$ cat src/rtl/dl_pkg.sv
// Package: shared types for the dock data latch loader.
// Assumes: load-kind codes are fixed by the upstream decoder.
package dl_pkg;
    typedef enum logic [1:0] {
        LK_NONE  = 2'b00,
        LK_UPPER = 2'b01,
        LK_LOWER = 2'b10,
        LK_FULL  = 2'b11
    } load_kind_e;
endpackage

$ cat src/rtl/dl_next_calc.sv
// Module: dl_next_calc
// Computes per-half write enables and next values for the data latch.
// Assumes: LO_W > HI_W, and the literal is LO_W bits wide, indexed from 1.
module dl_next_calc
    import dl_pkg::*;
#(
    parameter int HI_W = 18,
    parameter int LO_W = 19,
    localparam int WORD_W = HI_W + LO_W
) (
    input  logic              en,
    input  load_kind_e        kind,
    input  logic [1:0]        sel,
    input  logic [LO_W:1]     lit,
    input  logic              cap,
    input  logic [WORD_W:1]   cap_word,
    output logic              hi_we,
    output logic              lo_we,
    output logic [HI_W:1]     hi_nxt,
    output logic [LO_W:1]     lo_nxt
);
    // Select source and write enables: capture first, then literal kinds.
    always_comb begin
        hi_we  = 1'b0;
        lo_we  = 1'b0;
        hi_nxt = lit[HI_W:1];
        lo_nxt = lit;
        if (en) begin
            if (cap) begin
                hi_we  = 1'b1;
                lo_we  = 1'b1;
                hi_nxt = cap_word[WORD_W:LO_W+1];
                lo_nxt = cap_word[LO_W:1];
            end else begin
                case (kind)
                    LK_UPPER: hi_we = 1'b1;
                    LK_LOWER: lo_we = 1'b1;
                    LK_FULL: begin
                        hi_we = 1'b1;
                        lo_we = 1'b1;
                        if (sel[1]) begin
                            hi_nxt = {HI_W{sel[0]}};
                        end else begin
                            lo_nxt = {LO_W{sel[0]}};
                        end
                    end
                    default: ;
                endcase
            end
        end
    end
endmodule

$ cat src/rtl/dl_half_reg.sv
// Module: dl_half_reg
// One half of the data latch, with its own write enable.
// Assumes: synchronous active-low reset clears to zero.
module dl_half_reg #(
    parameter int W = 18
) (
    input  logic       clk,
    input  logic       rst_n,
    input  logic       we,
    input  logic [W:1] d,
    output logic [W:1] q
);
    // Hold or load the half each edge.
    always_ff @(posedge clk) begin
        if (!rst_n) begin
            q <= '0;
        end else if (we) begin
            q <= d;
        end
    end
endmodule

$ cat src/rtl/dl_summary.sv
// Module: dl_summary
// Summary flag: reloaded with the new top latch bit whenever the upper half is written.
// Assumes: the write strobe is the same one that drives the upper half.
module dl_summary (
    input  logic clk,
    input  logic rst_n,
    input  logic we,
    input  logic top_bit,
    output logic flag
);
    // Track the top bit on every write of it.
    always_ff @(posedge clk) begin
        if (!rst_n) begin
            flag <= 1'b0;
        end else if (we) begin
            flag <= top_bit;
        end
    end
endmodule

$ cat src/rtl/dock_data_latch.sv
// Module: dock_data_latch
// Data latch of one dock plus its summary flag. Applies literal loads
// (upper, lower, combined with fill) and whole-word capture.
// Assumes: load_en is already qualified by the predicate upstream.
module dock_data_latch
    import dl_pkg::*;
#(
    parameter int HI_W = 18,
    parameter int LO_W = 19,
    localparam int WORD_W = HI_W + LO_W
) (
    input  logic              clk,
    input  logic              rst_n,
    input  logic              load_en,
    input  logic [1:0]        load_kind,
    input  logic [1:0]        load_sel,
    input  logic [LO_W:1]     lit_field,
    input  logic              cap_strobe,
    input  logic [WORD_W:1]   cap_word,
    output logic [WORD_W:1]   latch_q,
    output logic              sum_flag
);
    load_kind_e       kind_e;
    logic             hi_we;
    logic             lo_we;
    logic [HI_W:1]    hi_nxt;
    logic [LO_W:1]    lo_nxt;
    logic [HI_W:1]    hi_q;
    logic [LO_W:1]    lo_q;

    assign kind_e = load_kind_e'(load_kind);

    dl_next_calc #(.HI_W(HI_W), .LO_W(LO_W)) u_calc (
        .en       (load_en),
        .kind     (kind_e),
        .sel      (load_sel),
        .lit      (lit_field),
        .cap      (cap_strobe),
        .cap_word (cap_word),
        .hi_we    (hi_we),
        .lo_we    (lo_we),
        .hi_nxt   (hi_nxt),
        .lo_nxt   (lo_nxt)
    );

    dl_half_reg #(.W(HI_W)) u_hi (
        .clk   (clk),
        .rst_n (rst_n),
        .we    (hi_we),
        .d     (hi_nxt),
        .q     (hi_q)
    );

    dl_half_reg #(.W(LO_W)) u_lo (
        .clk   (clk),
        .rst_n (rst_n),
        .we    (lo_we),
        .d     (lo_nxt),
        .q     (lo_q)
    );

    dl_summary u_sum (
        .clk     (clk),
        .rst_n   (rst_n),
        .we      (hi_we),
        .top_bit (hi_nxt[HI_W]),
        .flag    (sum_flag)
    );

    assign latch_q = {hi_q, lo_q};
endmodule

$ cat config.mk
export PLATFORM = sky130hd
export DESIGN_NAME = dock_data_latch
export DESIGN_NICKNAME = d
export VERILOG_FILES = /design/src/rtl/dl_pkg.sv /design/src/rtl/dl_next_calc.sv /design/src/rtl/dl_half_reg.sv /design/src/rtl/dl_summary.sv /design/src/rtl/dock_data_latch.sv
export SDC_FILE = /design/constraint.sdc
export NUM_CORES = 1
export LEC_CHECK = 0
export ABC_AREA = 1
export BUFFER_PORTS_ARGS = -buffer_cell sky130_fd_sc_hd__buf_4
export CAP_MARGIN = 20
export CORE_MARGIN = 4
export CORE_UTILIZATION = 32
export CTS_CLUSTER_DIAMETER = 30
export CTS_CLUSTER_SIZE = 20
export DETAILED_ROUTE_END_ITERATION = 12
export GPL_ROUTABILITY_DRIVEN = 0
export GPL_TIMING_DRIVEN = 0
export PLACE_DENSITY = 0.54
export SYNTH_ARGS = -nofsm -noshare
export SYNTH_HDL_FRONTEND = slang
export SYNTH_HIERARCHICAL = 1
export SYNTH_SLANG_ARGS = --single-unit
$ cat constraint.sdc
create_clock -name clk -period 2.1 [get_ports clk]
set_input_delay 0.105 -clock clk [delete_from_list [all_inputs] [get_ports clk]]
set_output_delay 0.105 -clock clk [all_outputs]
set_load 0.01 [all_outputs]
==> results.toml, run 1 <==
[clocking]
clock_latency_ns = 0.28
clock_sink_count = 38
postCtsResizedCells = 0
htreeDepth = 2
cts_hold_buf = 0
root_buffer = "clkbuf_8"
post_cts_buffers = 0
cts_max_path_buffers = 2
numCtsBuffers = 5
clkSlewWorstSetupHoldPaths_ns = 0.08
cts_tree = "built"

[global_routing]
grt_usage_pct = 17.5
top_usage_layer = "met2"
grt_use_met3_pct = 4.10
grt_pass1_wl_um = 15500
first_global_vias = 3352
gr-usage-met1_pct = 20.8
use_met2_pct = 30.7
grt_max_degree = 13
antenna_found_initial = 0
overflow = 0

[timing]
worstMarginPinSlew_ns = 0.447
layout_min_cycle_time_ns = 1.30
finalCritPeriodShare_pct = 61.7
relSlewSlack_pct = 70.2
setup_viol = 0
fin_skew_ns = 0
rsz0062_at_grt = "no"
finalHoldViolCount = 0
fmax_mhz = 772
setup_tns_ns = 0
drv_slew = 0

[min_path]
hold_path_end = "u_sum/flag$_SDFFE_PN0P_"
hold_start = "rst_n"
hold_depth = 3
hold_path_class = "input pin to register"

[synthesis]
synth_top_family_by_area = "simple AND/OR/NAND/NOR gates"
yosysSeqAreaShare_pct = 25.8
netlist_instances = 549
synth_xor_area_share_pct = 0
ys_ff_latch = 38
ys.warnings.count = 6
synth-simple-area-share_pct = 56.7
synth.avg_cell_area_um2 = 5.37
syn_area_mm2 = 0.00295
synth_compound_area_share_pct = 0
synth_adder_area_share_pct = 0
synthMuxAreaShare_pct = 0
synth.distinct_cells = 17
syn_nets = 613

[setup_path]
cp_slowest_cell = "nor2_1"
slowest_delay_ns = 0.31
timing.rr.end = "u_sum/flag$_SDFFE_PN0P_"
critPathCaptureType = "register"
cp.arrival_ns = 1.49
path_class = "input pin to register"
crit_fanout = 10
crit_family = "buffers and inverters"
reg2reg_setup_slack_ns = 1.51
cp_cell_sequence = "buf_4, inv_2, buf_2, buf_2, nor2_1, buf_6, buf_6, nand2_1, nand2_1, nor2_1"
worstSetupStartpoint = "load_en"
path_buf_inv = 6
startpoint_type = "input pin"
worstPathRequired_ns = 2.29
r2r_cells = 2
cp.depth = 10
r2r-start = "u_sum/flag$_SDFFE_PN0P_"

[detailed_routing]
ant_nets = 0
vias = 3350
drt_pass1_iterations = 5
drt-initial-drc-count = 113
drc_errors = 0
wirelength_um = 9420
vias_per_cell = 4.38
wire_per_inst_um = 12.3

[floorplan]
core-area_mm2 = 0.00885
num_io_pins = 102
die_h_um = 104
dieWidth_um = 104
dieArea_mm2 = 0.0108
placementRows = 34
initial_utilization_pct = 33.3

[final_layout]
final_nets = 719
seqCellArea_um2 = 761
final_util_pct = 44.3
area_growth_pct = 33.0
multi_input_area_mm2 = 0.00167
n_antenna_cell = 0
nFillCells = 1020
layout-drive-gt1-share_pct = 22.7

[placement]
io_buffers = 99
hpwlAfterDp_um = 7550

[flow_run]
maxCapViolCount = 0

[power_and_ir_drop]
powerDensity_mw_per_mm2 = 517
irDropWorstVdd_mv = 0.260
p_leak_nw = 2.40

[status]
status = "finished clean"
worst max-delay path by stage:
stage	to	slack [ns]
5_1_grt	u_hi/q[15]$_SDFFE_PN0P_	0.71
4_1_cts	u_hi/q[5]$_SDFFE_PN0P_	0.77
2_1_floorplan	u_hi/q[15]$_SDFFE_PN0P_	0.95
6_report	u_hi/q[5]$_SDFFE_PN0P_	0.80
3_3_place_gp	u_hi/q[5]$_SDFFE_PN0P_	0.46
3_5_place_dp	u_hi/q[5]$_SDFFE_PN0P_	0.46
tightest hold or removal path, cell delays in order:
cell and delay, ns:
buf_4 0.09, nand2_1 0.06, nor2_2 0.06
per-stage QoR:
| stage | power (mW) | area (µm²) | worst slack [ns] | hold slack [ns] | instances |
|---|---|---|---|---|---|
| final | 2.03 | 3920 | 0.804 | 0.0602 | 764 |
| after CTS | 2.06 | 3920 | 0.767 | 0.0505 | 764 |
| after global placement | 1.52 | 3820 | 0.460 | 0.359 | 756 |
| after floorplan | 1.24 | 2950 | 0.953 | 0.240 | 549 |
| after detailed placement | 1.53 | 3820 | 0.458 | 0.363 | 756 |
| after global routing | 2.18 | 3920 | 0.707 | 0.0615 | 764 |
state kept, by name, summed over array words and instances (netlist names):
signal / cells
u_lo/q: 19
u_hi/q: 18
u_sum/flag: 1
kinds of logic after synthesis:
group	count (synthesis)
DFF	38
buffers and inverters	92
and+or+nand+nor	419
metal layers:
layer	routed length [µm]	vias up	share of wire (%)
met5	0	-	0
met4	234	0	2.5
met3	582	17	6.2
met2	4350	110	46
met1	4260	1417	45
li1	-	1806	-
power breakdown:
group          leakage [nW]  internal (mW)  switching [mW]
Sequential            0.315          0.779          0.0305
Combinational          2.04          0.322           0.373
Clock                0.0472          0.264           0.258
cell type report:
class | instances | area share (%)
Multi-Input combinational cell | 419 | 42.6
Clock inverter | 2 | 0.319
Timing Repair Buffer | 99 | 19.0
Clock buffer | 6 | 2.11
Buffer | 32 | 7.37
Inverter | 60 | 5.75
Tap cell | 108 | 3.45
Sequential cell | 38 | 19.4
synth_stat cells, drive strengths merged:
cell type     count  area, µm²
nand3            21        130
dlymetal6s2s      1       12.5
nor2            154        581
bufbuf            1       18.8
nand4             2       42.5
clkbuf            1       3.75
nand2           242        918
buf              29        254
inv              60        225
dfxtp            38        761
placed cells by master (no fill, tap or decap):
master	netlist	layout
buf_6	13	13
bufbuf_8	1	1
nand3_4	2	2
nand4_4	2	2
inv_1	57	57
dfxtp_1	38	38
buf_4	5	104
nor2_1	153	153
nand2_2	4	4
buf_2	10	10
nand2_1	238	238
buf_12	1	1
clkbuf_1	1	1
clkinv_2	0	1
clkinvlp_4	0	1
dlymetal6s2s_1	1	1
nand3_1	19	19
inv_2	3	3
nor2_2	1	1
clkbuf_8	0	6
Note: power is estimated with default switching activity, not from simulation.
==> run 2, diff against run 1 <==
==> constraint.sdc (replaced) <==
create_clock -name clk -period 1.2 [get_ports clk]
set_input_delay 0.06 -clock clk [delete_from_list [all_inputs] [get_ports clk]]
set_output_delay 0.06 -clock clk [all_outputs]
set_load 0.01 [all_outputs]
==> results.toml, run 2 (synthesis gave the netlist of run 1 again) <==
[placement]
place_area_mm2 = 0.00382
hpwlAfterDp_um = 7550
dp_slack_ns = -0.397
io_buffers = 99

[timing]
setup_viol = 0
fin_skew_ns = 0
relSlewSlack_pct = 70.3
rsz0062_at_grt = "no"
layout_min_cycle_time_ns = 1.08
finalCritPeriodShare_pct = 89.8
finalHoldViolCount = 0
setup_ws_ns = 0.123
fmax_mhz = 928
drv_slew = 0
worstMarginPinSlew_ns = 0.446

[global_routing]
grt_max_degree = 13
first_global_vias = 3355
antenna_found_initial = 0
overflow = 0
grt_usage_pct = 17.5
grt_pass1_wl_um = 15500

[setup_path]
crit_family = "buffers and inverters"
path_buf_inv = 6
cp.arrival_ns = 1.31
critPathCaptureType = "register"
worstPathRequired_ns = 1.43
cp_slowest_cell = "buf_4"
cp_cell_sequence = "buf_4, inv_2, buf_2, buf_4, nor2_1, buf_6, buf_6, nand2_1, nand2_1, nor2_1"
slowest_delay_ns = 0.24
path_class = "input pin to register"
crit_fanout = 10
startpoint_type = "input pin"

[detailed_routing]
ant_nets = 0
wirelength_um = 9410
vias = 3351
wire_per_inst_um = 12.3
drt-initial-drc-count = 122
vias_per_cell = 4.39
drc_errors = 0
drt_pass1_iterations = 4

[floorplan]
num_io_pins = 102
dieWidth_um = 104
placementRows = 34
core-area_mm2 = 0.00885
dieArea_mm2 = 0.0108
die_h_um = 104
initial_utilization_pct = 33.3

[final_layout]
n_antenna_cell = 0
layout-drive-gt1-share_pct = 22.9
final_area_mm2 = 0.00393
final_nets = 719
largest_reg_flops = 19
final_common_cell = "nand2_1"
top_regs = "u_lo/q x19, u_hi/q x18, u_sum/flag x1"
mostFrequentLayoutCells = "238 x nand2_1, 152 x nor2_1, 105 x buf_4"
largest-register = "u_lo/q"
area_growth_pct = 33.4

[clocking]
clkSlewWorstSetupHoldPaths_ns = 0.08
root_buffer = "clkbuf_8"
clock_latency_ns = 0.28
htreeDepth = 2
numCtsBuffers = 5
cts_tree = "built"
cts_max_path_buffers = 2
clock_sink_count = 38

[min_path]
hold_path_class = "input pin to register"

[power_and_ir_drop]
power_switching_mw = 1.16
clockPowerShare_pct = 25.7
irDropWorstVdd_mv = 0.456
internal_power_mw = 2.39
powerDensity_mw_per_mm2 = 903
p_seq_share_pct = 39.9
combPwrFrac_pct = 34.4
p_leak_nw = 2.40
p_sw_share_pct = 32.6

[flow_run]
maxCapViolCount = 0

[status]
status = "finished clean"
-- run 2: cell counts in the layout (fill, tap and decap cells not counted) --
No cell type changed its count.
-- run 2: area by class of cell --
type,instances,area (µm²)
clock inverters,2,12.5
flip-flops and latches,38,761
inverters,60,225
fillers,1015,4920
multi-input cells,419,1680
well taps,108,135
repair buffers,99,743
plain buffers,32,292
clock buffers,6,82.6
-- run 2: path summary, 6_finish.rpt --
check / cells past startpoint / start / slack [ns] / endpoint
worst max-delay path: 10 / load_en / 0.12 / u_lo/q[8]$_SDFFE_PN0P_
worst min-delay path: 3 / rst_n / 0.01 / u_sum/flag$_SDFFE_PN0P_
worst max register to register: 2 / u_sum/flag$_SDFFE_PN0P_ / 0.61 / u_sum/flag$_SDFFE_PN0P_
worst min register to register: 2 / u_hi/q[14]$_SDFFE_PN0P_ / 0.47 / u_hi/q[14]$_SDFFE_PN0P_
-- run 2: layer usage --
layer	global-route usage, %	vias up	wire length (µm)	share of wire (%)
met4	6.36	0	234	2.5
li1	-	1804	-	-
met3	4.10	17	701	7.5
met2	30.7	115	4340	46
met1	20.8	1415	4130	44
met5	0	-	0	0
-- run 2: repair_timing --
| item | in CTS | in global routing |
|---|---|---|
| buffers inserted | 0 | 0 |
| hold buffers | 0 | 0 |
| resized for setup | 1 | 3 |
| setup endpoints to repair | 13 | 29 |
-- run 2: per-stage QoR --
stage          TNS [ns]  utilization [%]  power (mW)  hold WS, ns  instances
2_1_floorplan         0                -        2.16        0.195        549
3_3_place_gp      -9.18             43.2        2.66        0.314        756
3_5_place_dp      -9.46             43.2        2.67        0.318        756
4_1_cts               0             44.3        3.61      0.00549        764
5_1_grt               0             44.4        3.82       0.0165        764
6_report              0             44.4        3.55       0.0148        764
-- run 2: power by group through the flow --
stage | Clock, mW | Combinational [mW] | Sequential (mW)
finish | 0.913 | 1.22 | 1.42
global route | 1.01 | 1.38 | 1.43
CTS | 0.962 | 1.23 | 1.42
detailed placement | 0 | 1.22 | 1.45
global placement | 0 | 1.22 | 1.44
floorplan | 0 | 0.672 | 1.49
-- run 2: worst reg2reg max path: stages, from the launching register on --
cell and delay [ns]:
dfxtp_1 0.32, nor2_1 0.13, nor2_2 0.05
==> run 3, diff against run 2 <==
--- a/config.mk
+++ b/config.mk
@@ -16,6 +16,7 @@
 export GPL_ROUTABILITY_DRIVEN = 0
 export GPL_TIMING_DRIVEN = 0
 export PLACE_DENSITY = 0.54
+export SETUP_SLACK_MARGIN = 0.15
 export SYNTH_ARGS = -nofsm -noshare
 export SYNTH_HDL_FRONTEND = slang
 export SYNTH_HIERARCHICAL = 1
==> results.toml, run 3 (synthesis gave the netlist of run 1 again) <==
[status]
status = "finished clean"

[global_routing]
grt_max_degree = 13
grt_usage_pct = 17.6
grt_pass1_wl_um = 15600
antenna_found_initial = 0
overflow = 0
first_global_vias = 3277

[setup_path]
slowest_delay_ns = 0.18
worstPathRequired_ns = 1.40
critPathCaptureType = "register"
cp_common_cell = "buf_6"
cp_cell_sequence = "buf_4, inv_2, clkbuf_4, buf_6, nor2_2, buf_6, buf_6, nand2_1, nand2_1, nor2_1"
worstSetupStartpoint = "load_en"
crit_fanout = 10
r2r-start = "u_sum/flag$_SDFFE_PN0P_"
cp_slowest_cell = "clkbuf_4"
startpoint_type = "input pin"
path_class = "input pin to register"
cp.arrival_ns = 1.17

[clocking]
clock_latency_ns = 0.29
root_buffer = "clkbuf_8"
clock_sink_count = 38
cts_tree = "built"
clkSlewWorstSetupHoldPaths_ns = 0.08
cts_hold_buf = 0
cts_max_path_buffers = 2
htreeDepth = 2
numCtsBuffers = 5

[floorplan]
dieWidth_um = 104
dieArea_mm2 = 0.0108
num_io_pins = 102
initial_utilization_pct = 33.3
core-area_mm2 = 0.00885
die_h_um = 104
placementRows = 34

[power_and_ir_drop]
totalPowerFinal_mw = 3.57
p_leak_nw = 2.41
irDropWorstVdd_mv = 0.375
powerDensity_mw_per_mm2 = 903

[final_layout]
final_common_cell = "nand2_1"
mostFrequentLayoutCells = "238 x nand2_1, 151 x nor2_1, 105 x buf_4"
largest_reg_flops = 19
seqCellArea_um2 = 761
layout-drive-gt1-share_pct = 23.1
multi_input_area_mm2 = 0.00168
area_growth_pct = 34.0
top_regs = "u_lo/q x19, u_hi/q x18, u_sum/flag x1"
nFillCells = 1008
final_util_pct = 44.6
largest-register = "u_lo/q"
n_antenna_cell = 0
final_nets = 720

[timing]
setup_ws_ns = 0.224
finalHoldViolCount = 0
worstMarginPinSlew_ns = 0.456
fin_skew_ns = 0
setup_tns_ns = 0
relSlewSlack_pct = 69.6
drv_slew = 0
fmax_mhz = 1030
layout_min_cycle_time_ns = 0.976
finalCritPeriodShare_pct = 81.3
rsz0062_at_grt = "no"
setup_viol = 0

[flow_run]
maxCapViolCount = 0

[detailed_routing]
wire_per_inst_um = 12.3
vias = 3338
ant_nets = 0
drt-initial-drc-count = 158
wirelength_um = 9410
vias_per_cell = 4.36
drc_errors = 0
drt_pass1_iterations = 4

[placement]
io_buffers = 99
hpwlAfterDp_um = 7530
dp_slack_ns = -0.261

[min_path]
hold_path_class = "input pin to register"
hold_start = "rst_n"
==> run 3: cell types whose count changed in the layout (fill, tap and decap cells not counted) <==
cell	previous run	this run
buf_2	9	7
nor2_1	152	151
nor2_2	1	2
buf_6	13	14
clkbuf_4	0	2
==> run 3: final timing paths <==
check	to	slack [ns]	cells past startpoint
hold reg to reg	u_lo/q[4]$_SDFFE_PN0P_	0.47	2
setup reg to reg	u_sum/flag$_SDFFE_PN0P_	0.62	2
setup / recovery	u_lo/q[7]$_SDFFE_PN0P_	0.22	10
hold / removal	u_sum/flag$_SDFFE_PN0P_	0.02	3
==> run 3: per-stage QoR <==
step                cell area, µm²  hold WS [ns]  std cells
finish                        3950        0.0151        765
detailed placement            3830         0.325        756
global route                  3950        0.0302        765
floorplan                     2950         0.195        549
CTS                           3930        0.0100        764
global placement              3830         0.314        756
==> run 3: worst max-delay path: cells and delay by family <==
kind | cells | cell delay (ns)
buf+inv | 6 | 0.78
simple gates | 4 | 0.32
==> run 3: area by class of cell <==
cell class | count | area share, %
Clock buffer | 6 | 2.09
Sequential cell | 38 | 19.3
Inverter | 60 | 5.70
Timing Repair Buffer | 100 | 19.0
Tap cell | 108 | 3.42
Buffer | 32 | 7.60
Multi-Input combinational cell | 419 | 42.6
Clock inverter | 2 | 0.317
==> run 3: where the power goes <==
part / switching [mW] / total [mW] / internal [mW] / leakage, nW
Clock: 0.461 / 0.922 / 0.462 / 0.0472
Combinational: 0.656 / 1.23 / 0.572 / 2.05
Sequential: 0.0524 / 1.42 / 1.36 / 0.315
==> run 3: routing by layer <==
layer	vias to the layer above	part of all wire, %	GRT usage, %
li1	1803	-	-
met1	1420	44	21.5
met2	107	47	31.5
met3	8	7.5	4.10
met4	0	0.83	3.32
met5	-	0	0
==> run 3: what timing repair did <==
item | CTS | global route
buffers inserted | 0 | 1
setup endpoints to repair | 30 | 25
pin swaps | 0 | 1
gates resized for setup | 3 | 3
cloned | 0 | 0
